### src/rtl/adc_scan_pkg.sv
// Shared mode codes and mode helpers for the scan sequencer.
package adc_scan_pkg;

    typedef enum logic [3:0] {
        SCAN_MANUAL   = 4'd0,
        SCAN_REPEAT   = 4'd1,
        SCAN_CUST_INT = 4'd2,
        SCAN_CUST_EXT = 4'd3,
        SCAN_STD_INT  = 4'd4,
        SCAN_STD_EXT  = 4'd5,
        SCAN_UP_INT   = 4'd6,
        SCAN_UP_EXT   = 4'd7,
        SCAN_TABLE    = 4'd8
    } scan_mode_e;

    // True for any defined mode code.
    function automatic logic mode_known(input logic [3:0] m);
        return m <= 4'd8;
    endfunction

    // True when the mode is clocked by SCLK rather than the converter handshake.
    function automatic logic mode_needs_ext(input logic [3:0] m);
        return (m == SCAN_MANUAL) || (m == SCAN_CUST_EXT) || (m == SCAN_STD_EXT) ||
               (m == SCAN_UP_EXT) || (m == SCAN_TABLE);
    endfunction

endpackage

### src/rtl/scan_elig.sv
// Builds the per-channel eligibility vector for the mask, standard and upper
// modes, clipped to the top channel given by the channel count selector.
// Assumes NCH is a multiple of four.
module scan_elig
    import adc_scan_pkg::*;
#(
    parameter int NCH  = 16,
    parameter int CH_W = $clog2(NCH)
) (
    input  logic [3:0]      mode,
    input  logic [CH_W-1:0] chan,
    input  logic [1:0]      size,
    input  logic [NCH-1:0]  mask,
    output logic [NCH-1:0]  elig,
    output logic [CH_W-1:0] top
);
    localparam int QUART = NCH / 4;

    logic is_cust, is_std, is_up;

    // Decode the mode family and the highest channel of the device.
    always_comb begin
        is_cust = (mode == SCAN_CUST_INT) || (mode == SCAN_CUST_EXT);
        is_std  = (mode == SCAN_STD_INT)  || (mode == SCAN_STD_EXT);
        is_up   = (mode == SCAN_UP_INT)   || (mode == SCAN_UP_EXT);
        top     = CH_W'((int'(size) + 1) * QUART - 1);
    end

    for (genvar i = 0; i < NCH; i++) begin : g_bit
        assign elig[i] = (CH_W'(i) <= top) &&
                         ((is_cust && mask[i]) ||
                          (is_std  && (CH_W'(i) <= chan)) ||
                          (is_up   && (CH_W'(i) >= chan)));
    end

endmodule

### src/rtl/scan_pick.sv
// Priority finder: lowest eligible channel, and lowest eligible channel
// strictly above the current one. Purely combinational.
module scan_pick #(
    parameter int NCH  = 16,
    parameter int CH_W = $clog2(NCH)
) (
    input  logic [NCH-1:0]  elig,
    input  logic [CH_W-1:0] cur,
    output logic [CH_W-1:0] first,
    output logic            first_ok,
    output logic [CH_W-1:0] next,
    output logic            next_ok
);
    // Scan from the top down so the lowest qualifying index is kept last.
    always_comb begin
        first    = '0;
        first_ok = 1'b0;
        next     = '0;
        next_ok  = 1'b0;
        for (int i = NCH - 1; i >= 0; i--) begin
            if (elig[i]) begin
                first    = CH_W'(i);
                first_ok = 1'b1;
                if (CH_W'(i) > cur) begin
                    next    = CH_W'(i);
                    next_ok = 1'b1;
                end
            end
        end
    end

endmodule

### src/rtl/scan_table.sv
// Channel table for table mode: one write port, one asynchronous read port.
// Contents are not reset; the host loads entries before use.
module scan_table #(
    parameter int DEPTH = 256,
    parameter int CH_W  = 4,
    parameter int IDX_W = $clog2(DEPTH)
) (
    input  logic             clk,
    input  logic             wr_en,
    input  logic [IDX_W-1:0] wr_addr,
    input  logic [CH_W-1:0]  wr_data,
    input  logic [IDX_W-1:0] rd_addr,
    output logic [CH_W-1:0]  rd_data
);
    logic [CH_W-1:0] mem [DEPTH];

    // Store one entry per write strobe.
    always_ff @(posedge clk) begin
        if (wr_en) mem[wr_addr] <= wr_data;
    end

    assign rd_data = mem[rd_addr];

endmodule

### src/rtl/adc_scan_seq.sv
// Scan sequencer top. Accepts a start command, validates the mode against
// the clock source, then steps the multiplexer channel either on converter
// done (internal modes) or on the ADV_EDGE-th SCLK falling strobe of a frame
// (external modes). Assumes configuration inputs are stable while running.
module adc_scan_seq
    import adc_scan_pkg::*;
#(
    parameter int NCH      = 16,
    parameter int TBL_DEPTH = 256,
    parameter int CNT_W    = 8,
    parameter int ADV_EDGE = 13,
    localparam int CH_W    = $clog2(NCH),
    localparam int IDX_W   = $clog2(TBL_DEPTH),
    localparam int LEN_W   = IDX_W + 1,
    localparam int EC_W    = $clog2(ADV_EDGE + 1)
) (
    input  logic             clk,
    input  logic             rst_n,
    input  logic [3:0]       cfg_mode,
    input  logic             cfg_ext_clk,
    input  logic [CH_W-1:0]  cfg_chan,
    input  logic [1:0]       cfg_size,
    input  logic [NCH-1:0]   cfg_mask,
    input  logic [CNT_W-1:0] cfg_reps,
    input  logic [LEN_W-1:0] cfg_tbl_len,
    input  logic             tbl_wr_en,
    input  logic [IDX_W-1:0] tbl_wr_addr,
    input  logic [CH_W-1:0]  tbl_wr_data,
    input  logic             start,
    input  logic             frame_start,
    input  logic             sclk_fall,
    input  logic             conv_done,
    output logic [CH_W-1:0]  mux_chan,
    output logic             conv_start,
    output logic             fifo_push,
    output logic             seq_done,
    output logic             cfg_err
);
    logic [NCH-1:0]   elig;
    logic [CH_W-1:0]  top_chan, pick_first, pick_next, tbl_data;
    logic             pick_first_ok, pick_next_ok;
    logic             run;
    logic [IDX_W-1:0] ptr, tbl_rd_addr;
    logic [CNT_W-1:0] rep_cnt;
    logic [EC_W-1:0]  edge_cnt;
    logic             is_ext, is_manual, is_rep, is_tbl, bad_cfg;
    logic             empty, last, adv;
    logic [CH_W-1:0]  first_chan, next_chan;

    scan_elig #(.NCH(NCH), .CH_W(CH_W)) u_elig (
        .mode(cfg_mode), .chan(cfg_chan), .size(cfg_size), .mask(cfg_mask),
        .elig(elig), .top(top_chan)
    );

    scan_pick #(.NCH(NCH), .CH_W(CH_W)) u_pick (
        .elig(elig), .cur(mux_chan),
        .first(pick_first), .first_ok(pick_first_ok),
        .next(pick_next), .next_ok(pick_next_ok)
    );

    scan_table #(.DEPTH(TBL_DEPTH), .CH_W(CH_W), .IDX_W(IDX_W)) u_tbl (
        .clk(clk), .wr_en(tbl_wr_en), .wr_addr(tbl_wr_addr), .wr_data(tbl_wr_data),
        .rd_addr(tbl_rd_addr), .rd_data(tbl_data)
    );

    // Mode checks and per-mode first/next/last selection.
    always_comb begin
        is_ext      = mode_needs_ext(cfg_mode);
        is_manual   = (cfg_mode == SCAN_MANUAL);
        is_rep      = (cfg_mode == SCAN_REPEAT);
        is_tbl      = (cfg_mode == SCAN_TABLE);
        bad_cfg     = !mode_known(cfg_mode) || (is_ext != cfg_ext_clk);
        tbl_rd_addr = start ? '0 : IDX_W'(ptr + 1'b1);
        if (is_manual) begin
            first_chan = cfg_chan;  next_chan = cfg_chan;
            empty = 1'b0;           last = 1'b0;
        end else if (is_rep) begin
            first_chan = cfg_chan;  next_chan = mux_chan;
            empty = (cfg_reps == '0);
            last  = (rep_cnt == cfg_reps - 1'b1);
        end else if (is_tbl) begin
            first_chan = tbl_data;  next_chan = tbl_data;
            empty = (cfg_tbl_len == '0);
            last  = ({1'b0, ptr} == cfg_tbl_len - 1'b1);
        end else begin
            first_chan = pick_first; next_chan = pick_next;
            empty = !pick_first_ok;  last = !pick_next_ok;
        end
        adv = run && (is_ext ? (sclk_fall && !frame_start &&
                                edge_cnt == EC_W'(ADV_EDGE - 1))
                             : conv_done);
    end

    // Count SCLK falling strobes since the last frame start, saturating.
    always_ff @(posedge clk) begin
        if (!rst_n)                                edge_cnt <= '0;
        else if (frame_start)                      edge_cnt <= '0;
        else if (sclk_fall && edge_cnt != EC_W'(ADV_EDGE)) edge_cnt <= edge_cnt + 1'b1;
    end

    // Scan control: start acceptance, stepping, completion.
    always_ff @(posedge clk) begin
        if (!rst_n) begin
            run <= 1'b0; mux_chan <= '0; conv_start <= 1'b0; fifo_push <= 1'b0;
            seq_done <= 1'b0; cfg_err <= 1'b0; ptr <= '0; rep_cnt <= '0;
        end else begin
            conv_start <= 1'b0;
            fifo_push  <= 1'b0;
            if (start) begin
                cfg_err <= bad_cfg;
                ptr     <= '0;
                rep_cnt <= '0;
                if (bad_cfg) begin
                    run <= 1'b0;
                end else if (empty) begin
                    run <= 1'b0; seq_done <= 1'b1;
                end else begin
                    run <= 1'b1; seq_done <= 1'b0;
                    mux_chan <= first_chan; conv_start <= 1'b1;
                end
            end else if (adv) begin
                fifo_push <= !is_ext;
                if (last) begin
                    run <= 1'b0; seq_done <= 1'b1;
                end else begin
                    mux_chan <= next_chan; conv_start <= 1'b1;
                    ptr <= ptr + 1'b1; rep_cnt <= rep_cnt + 1'b1;
                end
            end
        end
    end

    // a push only ever follows a converter-done handshake.
    a_r9_push_after_done: assert property (@(posedge clk) disable iff (!rst_n)
        fifo_push |-> $past(conv_done));
    // a finished or empty scan never launches a conversion.
    a_r10_done_no_start: assert property (@(posedge clk) disable iff (!rst_n)
        seq_done |-> !conv_start);
    // a rejected configuration starts nothing.
    a_r1_err_no_conv: assert property (@(posedge clk) disable iff (!rst_n)
        cfg_err |-> !conv_start);
    // while idle and not commanded, the channel is frozen.
    a_r1_idle_hold: assert property (@(posedge clk) disable iff (!rst_n)
        (!run && !start) |=> $stable(mux_chan));
    // the picker only ever moves upward.
    a_r4_next_ascends: assert property (@(posedge clk) disable iff (!rst_n)
        pick_next_ok |-> (pick_next > mux_chan));
    // the frame edge counter never passes its ceiling.
    a_r8_edge_bounded: assert property (@(posedge clk) disable iff (!rst_n)
        edge_cnt <= EC_W'(ADV_EDGE));

endmodule

### config.mk
export PLATFORM = sky130hd
export DESIGN_NAME = adc_scan_seq
export DESIGN_NICKNAME = d
export VERILOG_FILES = /design/src/rtl/adc_scan_pkg.sv /design/src/rtl/scan_elig.sv /design/src/rtl/scan_pick.sv /design/src/rtl/scan_table.sv /design/src/rtl/adc_scan_seq.sv
export SDC_FILE = /design/constraint.sdc
export NUM_CORES = 2
export LEC_CHECK = 0
export ABC_AREA = 1
export BUFFER_PORTS_ARGS = -buffer_cell sky130_fd_sc_hd__buf_4
export CAP_MARGIN = 0
export CORE_MARGIN = 1
export CORE_UTILIZATION = 63
export DETAILED_ROUTE_END_ITERATION = 6
export GPL_ROUTABILITY_DRIVEN = 1
export GPL_TIMING_DRIVEN = 1
export PLACE_DENSITY = 0.81
export SLEW_MARGIN = 20
export SYNTH_ARGS = -nofsm -noshare
export SYNTH_HDL_FRONTEND = slang
export SYNTH_SLANG_ARGS = --single-unit
### constraint.sdc
create_clock -name clk -period 3.05 [get_ports clk]
set_input_delay 0.61 -clock clk [delete_from_list [all_inputs] [get_ports clk]]
set_output_delay 0.61 -clock clk [all_outputs]
set_load 0.1 [all_outputs]
# Yosys cells after proc, flatten, opt, wreduce, memory -nomap -nowiden
# Memories as Yosys holds them, arrays and structs flattened.
# Index checks and enable logic that the tools add are counted.
# word_totals
register_bits	29
ram_bits	1024
mem_count	1
# mem_list
name	words	width	rd	rd_clocked_by_memory_dff	wr	line	source
u_tbl.mem	256	4	1	0	1	scan_table.sv:15	logic [CH_W-1:0] mem [DEPTH];
# classes
add_sub_neg	7
order_cmp	65
n_eq_ne	17
n_mux	130
bitwise_logic	3
n_reduce_logical	125
# ops
operator	count
4-bit two-way mux	59
1-bit two-way mux	70
1-bit logical AND	68
4-bit less-or-equal comparator, first input constant	16
1-bit logical OR	40
4-bit greater-or-equal comparator, first input constant	8
4-bit > comparator, first input constant	8
3-bit by 4-bit less-or-equal comparator with 1-bit output, first input constant	8
8-bit by 1-bit adder with 8-bit output, second input constant	2
4-bit by 3-bit == test with 1-bit output, second input constant	4
3-bit by 4-bit greater-or-equal comparator with 1-bit output, first input constant	4
3-bit by 4-bit > comparator with 1-bit output, first input constant	4
1-bit by 4-bit less-or-equal comparator with 1-bit output, first input constant	4
2-bit by 4-bit less-or-equal comparator with 1-bit output, first input constant	4
8-bit by 9-bit == test with 1-bit output	1
9-bit zero test	1
9-bit by 1-bit subtractor with 9-bit output, second input constant	1
4-bit by 2-bit == test with 1-bit output, second input constant	2
4-bit == test, second input constant	2
8-bit == test	1
1-bit by 4-bit greater-or-equal comparator with 1-bit output, first input constant	2
2-bit by 4-bit greater-or-equal comparator with 1-bit output, first input constant	2
1-bit by 4-bit > comparator with 1-bit output, first input constant	2
2-bit by 4-bit > comparator with 1-bit output, first input constant	2
other kinds (21)	32

# Depth between registers and ports, before layout
# logic_depth
depth_word	44
ltp_mapped	26
ltp_nobuf	25

# Cells and area by module
# From an unflattened synthesis, not the netlist that was laid out.
# unflattened
hier_cells	4403
hier_area_um2	46399.5
# modules_own_cells
module	instances	cells_per_inst	area_per_inst_um2	seq_area_each_um2
scan_table	1	3716	42744.7	30749.5
adc_scan_seq	1	431	2477.4	580.6
scan_elig	1	135	644.4	0.0
scan_pick	1	121	533.0	0.0

# Least setup slack after synthesis
# OpenSTA, ideal clock, no wires.
# synth_path
path_type	reg-to-reg
startpoint	reg mux_chan[3]
endpoint	reg rep_cnt[0]
arrival_ps	2524
required_ps	2927
slack_ps	403
path_stages_with_launch	16
n_path_buf	2
cell_sequence	dfxtp_1 clkbuf_1 nand2_1 nor2_1 inv_1 nand3_1 o21ai_1 nor2_1 nand2_1 nor2_1 nand3_1 nand2_2 inv_2 buf_2 o21ai_0 a21oi_1
# synth_between
elab_chain_len	39
# synth_rtl
element	line	source
start, declared	adc_scan_seq.sv:33	output logic [CH_W-1:0] mux_chan,
start signal, assigned	adc_scan_seq.sv:104	run <= 1'b0; mux_chan <= '0; conv_start <= 1'b0; fifo_push <= 1'b0;
start signal, assigned	adc_scan_seq.sv:119	mux_chan <= first_chan; conv_start <= 1'b1;
start signal, assigned	adc_scan_seq.sv:126	mux_chan <= next_chan; conv_start <= 1'b1;
4-bit > comparator	scan_pick.sv:24	if (CH_W'(i) > cur) begin
1-bit two-way mux	scan_pick.sv:24	
1-bit two-way mux	scan_pick.sv:21	if (elig[i]) begin
1-bit two-way mux	scan_pick.sv:24	
1-bit two-way mux	scan_pick.sv:21	
1-bit two-way mux	scan_pick.sv:24	
1-bit two-way mux	scan_pick.sv:21	
1-bit two-way mux	scan_pick.sv:24	
(+23 left out)	--	
1-bit two-way mux	scan_pick.sv:24	
1-bit two-way mux (*)	scan_pick.sv:21	
1-bit zero test (*)	adc_scan_seq.sv:87	empty = !pick_first_ok; last = !pick_next_ok;
1-bit two-way mux (*)	adc_scan_seq.sv:81	end else if (is_tbl) begin
1-bit two-way mux (*)	adc_scan_seq.sv:77	end else if (is_rep) begin
1-bit two-way mux (*)	adc_scan_seq.sv:74	if (is_manual) begin
1-bit inverter (no line) (*)	--	
2-bit AND reduction (no line) (*)	--	
end signal, assigned	adc_scan_seq.sv:127	ptr <= ptr + 1'b1; rep_cnt <= rep_cnt + 1'b1;
end, declared	adc_scan_seq.sv:44	logic [CNT_W-1:0] rep_cnt;
# Every way passes the cells marked *; elsewhere a longest branch is shown, timed or not.
# A chain may end at the register's enable or synchronous reset.

# Worst setup path in the final report
# layout_path
startpoint	reg ptr[0]
endpoint	reg mux_chan[0]
# layout_between
elab_chain_len	9
# layout_rtl
element	line	source
start, declared	adc_scan_seq.sv:43	logic [IDX_W-1:0] ptr, tbl_rd_addr;
start signal, assigned	adc_scan_seq.sv:127	
8-bit by 1-bit adder with 8-bit output	adc_scan_seq.sv:73	tbl_rd_addr = start ? '0 : IDX_W'(ptr + 1'b1);
8-bit two-way mux	adc_scan_seq.sv:73	
memory read 256 x 4 bit	--	
4-bit two-way mux	adc_scan_seq.sv:81	
4-bit two-way mux	adc_scan_seq.sv:77	
4-bit two-way mux	adc_scan_seq.sv:74	
4-bit two-way mux, on equally long branches	adc_scan_seq.sv:123, adc_scan_seq.sv:115	
4-bit two-way mux, on equally long branches	adc_scan_seq.sv:121, adc_scan_seq.sv:113	
4-bit two-way mux	adc_scan_seq.sv:109	if (start) begin
# Parallel ways exist; a longest one is shown, timed or not. The select of a mux whose other input is x is not followed.

==> impl_metrics.csv <==
group,metric,value,unit
route,drtPass1Iterations,7,
synth,ys_async_sr_fraction,0,%
global_route,gr-total-overflow,0,
synth,netlist_instances,3891,
synth,netlist_area,0.0451,mm²
floorplan,initial_utilization,64.0,%
route,drt-initial-drc-count,5852,
synth,ys_warn_count,0,
route,routed_wirelength,129000,µm
clock_network,cts_root_buf,"clkbuf_16",
clock_network,clock_latency,690,ps
sta,setup_viol,2,
route,wl_per_cell,25.3,µm
floorplan,coreArea,0.0704,mm²
sta,max_freq,323,MHz
finish,layout.nets,4145,
power_and_ir_drop,powerDensity,583,mW/mm²
power_and_ir_drop,p_leak,0.0175,µW
outcome,violations,"negative setup slack",
outcome,status,"finished, violations left",
clock_network,htree_levels,3,
sta,fin_tns_setup,-74.8,ps
global_route,antenna_found_initial,6,
worst_setup_path,reg2reg_slack,-40,ps
clock_network,cts.clk_slew.worst_paths,60,ps
sta,slew_viol_final,0,
worst_setup_path,setup.worst_path.end,"mux_chan[0]",
sta,skew,43.3,ps
clock_network,cts_hold_buffers,0,
place,placed_cell_area,0.0481,mm²
finish,utilization,74.1,%
global_route,grt_pass1_wl,190000,µm
route,avgViaCountPerCell,6.60,
synth,synth_top_cell_area_share,68.2,%
synth,syn-num-nets,3963,
sta,tightest_slew,856,ps
worst_setup_path,crit_slowest_cell,"dfxtp_2",
global_route,grt_usage,34.6,%
route,dr_total_vias,33674,
worst_setup_path,r2r-end,"mux_chan[0]",
worst_setup_path,crit_required,3640,ps
floorplan,io_pins,71,
worst_setup_path,critPathLaunchType,"flop",
synth,yosysTopAreaCell,"edfxtp_1",
worst_setup_path,cp_max_fo,17,
min_path,hold_path.class,"input port to flop",
finish,final_common_cell,"edfxtp_1",
route,detail-route-antenna-nets,0,
synth,synth_flop_cell,"edfxtp_1",
worst_setup_path,worstSetupPathType,"flop to flop",
clock_network,cts_made_buffers,101,
synth,ys_seq_area_share,69.5,%
clock_network,tritoncts,"done",
sta,slew_headroom,42.8,%
place,port_buffers,70,
floorplan,fp.dieW,269,µm
sta,period_needed,3090,ps
floorplan,die_h,269,µm
worst_setup_path,slowest_delay,340,ps
finish,area_growth,15.7,%
finish,drive_above_1_share,15.1,%
worst_setup_path,crit_cells,22,
finish,final_cell_area,0.0521,mm²
worst_setup_path,path_cells,"ha_4 > buf_12 > inv_4 > nor2_4 > buf_12 > buf_12 > buf_4 > clkbuf_16 > o21ai_0 > o211ai_1 > nand3_1 > nand3_1 > nand3_1 > nand3_2 > nand3_2 > nand3_4 > nand2_2 > inv_2 > nand2_1 > a21oi_1 > nand2_1 > a21oi_1",
sta,rsz0062_at_grt,"yes",
place,gp_congestion,0.932,
worst_setup_path,crit_path_start,"ptr[0]",
power_and_ir_drop,peakVddDrop,0.000549,V
power_and_ir_drop,design_power_total,30400,µW
worst_setup_path,cp-end-kind,"flop",
synth,synth_edf_count,1024,
synth,synth.area.top_cells,"edfxtp_1, nor2_1, o21ai_0",
synth,synth.distinct_cells,45,
place,dp_slack,-193,ps
global_route,first_global_vias,32386,
global_route,grt_max_degree,82,
synth,synth_seq_cells,1053,
clock_network,clockBufferDepth,3,
run,maxCapViolCount,0,
sta,fin_crit_sh,101,%
finish,layout_common_cells,"edfxtp_1, nor2_1, o21ai_0, nand3_1, buf_4",
worst_setup_path,rr_worst_depth,22,
floorplan,die_area,0.0726,mm²
synth,avgSynthCellArea,11.6,µm²
worst_setup_path,cp_data_arrival_time,3680,ps
worst_setup_path,regToRegStartpoint,"ptr[0]",
sta,setup_ws,-44.4,ps
worst_setup_path,crit_family,"simple AND/OR/NAND/NOR gates",
clock_network,cts_sinks,1053,
sta,hold_viol,0,
worst_setup_path,crit_buf_inv,7,
finish,fillCellCount,4318,
route,drc,0,
floorplan,num_rows,97,
place,dp_hpwl,76000,µm
## where the power goes
group          leakage (µW)  internal [µW]  switching [µW]
combinational       0.00651            606            1300
clock               0.00160           7100            5480
sequential          0.00944          15900            24.9
total                0.0175          23600            6800
## registers in the layout (all words and copies together) (netlist names)
| name | count |
|---|---|
| seq_done | 1 |
| mux_chan | 4 |
| ptr | 8 |
| conv_start | 1 |
| cfg_err | 1 |
| fifo_push | 1 |
| u_tbl.mem | 1024 |
| rep_cnt | 8 |
| edge_cnt | 4 |
| run | 1 |
## synth_stat cells (3+ instances only)
master and n:
nor3b_1 3, o221ai_1 106, xnor2_1 11, ha_1 9, inv_2 16, buf_2 118
nor2_2 3, o21ai_0 483, a21oi_1 30, inv_1 140, xor2_1 17, nand4_1 9
o211ai_1 120, nor2_4 4, nor2_1 930, o311ai_0 5, o31ai_1 14, nor3_1 16
edfxtp_1 1024, nand3_1 296, o22ai_1 33, buf_6 6, o211ai_2 7, nand3b_1 3
buf_1 8, nand2_1 228, buf_4 15, clkbuf_2 3, nand2_2 6, dfxtp_1 29
o21ai_1 8, or2_2 58, clkbuf_1 105, o311ai_1 4, o21bai_1 3, a31oi_1 9
## per-layer routing
| metal | vias to the layer above | share of wire (%) | global-route usage, % |
|---|---|---|---|
| met4 | 12 | 5.3 | 17.6 |
| li1 | 14429 | - | - |
| met3 | 491 | 14 | 7.61 |
| met2 | 2851 | 46 | 54.2 |
| met1 | 15891 | 35 | 46.1 |
| met5 | - | 0.069 | 0 |
## stage by stage
stage | hold WS [ps] | cells
5_1_grt | 244 | 5098
6_report | 201 | 5099
3_5_place_dp | 466 | 4886
2_1_floorplan | 444 | 3891
4_1_cts | 175 | 5079
3_3_place_gp | 462 | 4886
## cell families after synthesis
group                    Yosys count  share of synthesized area [%]
AND/OR/NAND/NOR                 1562                           14.5
flip-flops                      1053                           69.5
AO/OA/AOI/OAI                    826                           11.1
buffers and inverters            412                           3.99
XOR/XNOR                          29                          0.605
adder cells (fa/ha/maj)            9                          0.250
## how the worst min path moves through the flow
stage                     slack [ps]          to  cells past startpoint  startpoint
final                            200   fifo_push                      3   conv_done
after global routing             240   fifo_push                      3   conv_done
after CTS                        170   fifo_push                      3   conv_done
after detailed placement         470  rep_cnt[7]                      2  rep_cnt[7]
after global placement           460   fifo_push                      2         run
after floorplan                  440  rep_cnt[6]                      1  rep_cnt[6]
## repair_timing
action / 4_1_cts / 5_1_grt
pin swaps: 3 / 37
endpoints found under the setup margin: 3 / 4
gates cloned: 1 / 8
buffers inserted: 4 / 14
resized for setup: 10 / 82
## area by class of cell
type,instances,area [µm²],area share [%]
sequential,1053,31300,60.1
multi-input combinational,2426,12200,23.4
timing repair buffer,334,3520,6.74
clock buffer,121,2620,5.03
tap,940,1180,2.26
clock inverter,67,673,1.29
inverter,157,597,1.14
antenna,1,2.50,0.00480
## worst reg2reg max path: stages, from the launching register on
cell and delay, ps:
dfxtp_2 340, ha_4 270, buf_12 130, inv_4 60, nor2_4 110, buf_12 150
buf_12 140, buf_4 140, clkbuf_16 200, o21ai_0 100, o211ai_1 250, nand3_1 160
nand3_1 130, nand3_1 90, nand3_2 100, nand3_2 90, nand3_4 120, nand2_2 60
inv_2 40, nand2_1 40, a21oi_1 140, nand2_1 60, a21oi_1 100
Note: power is estimated with default switching activity, not from simulation.
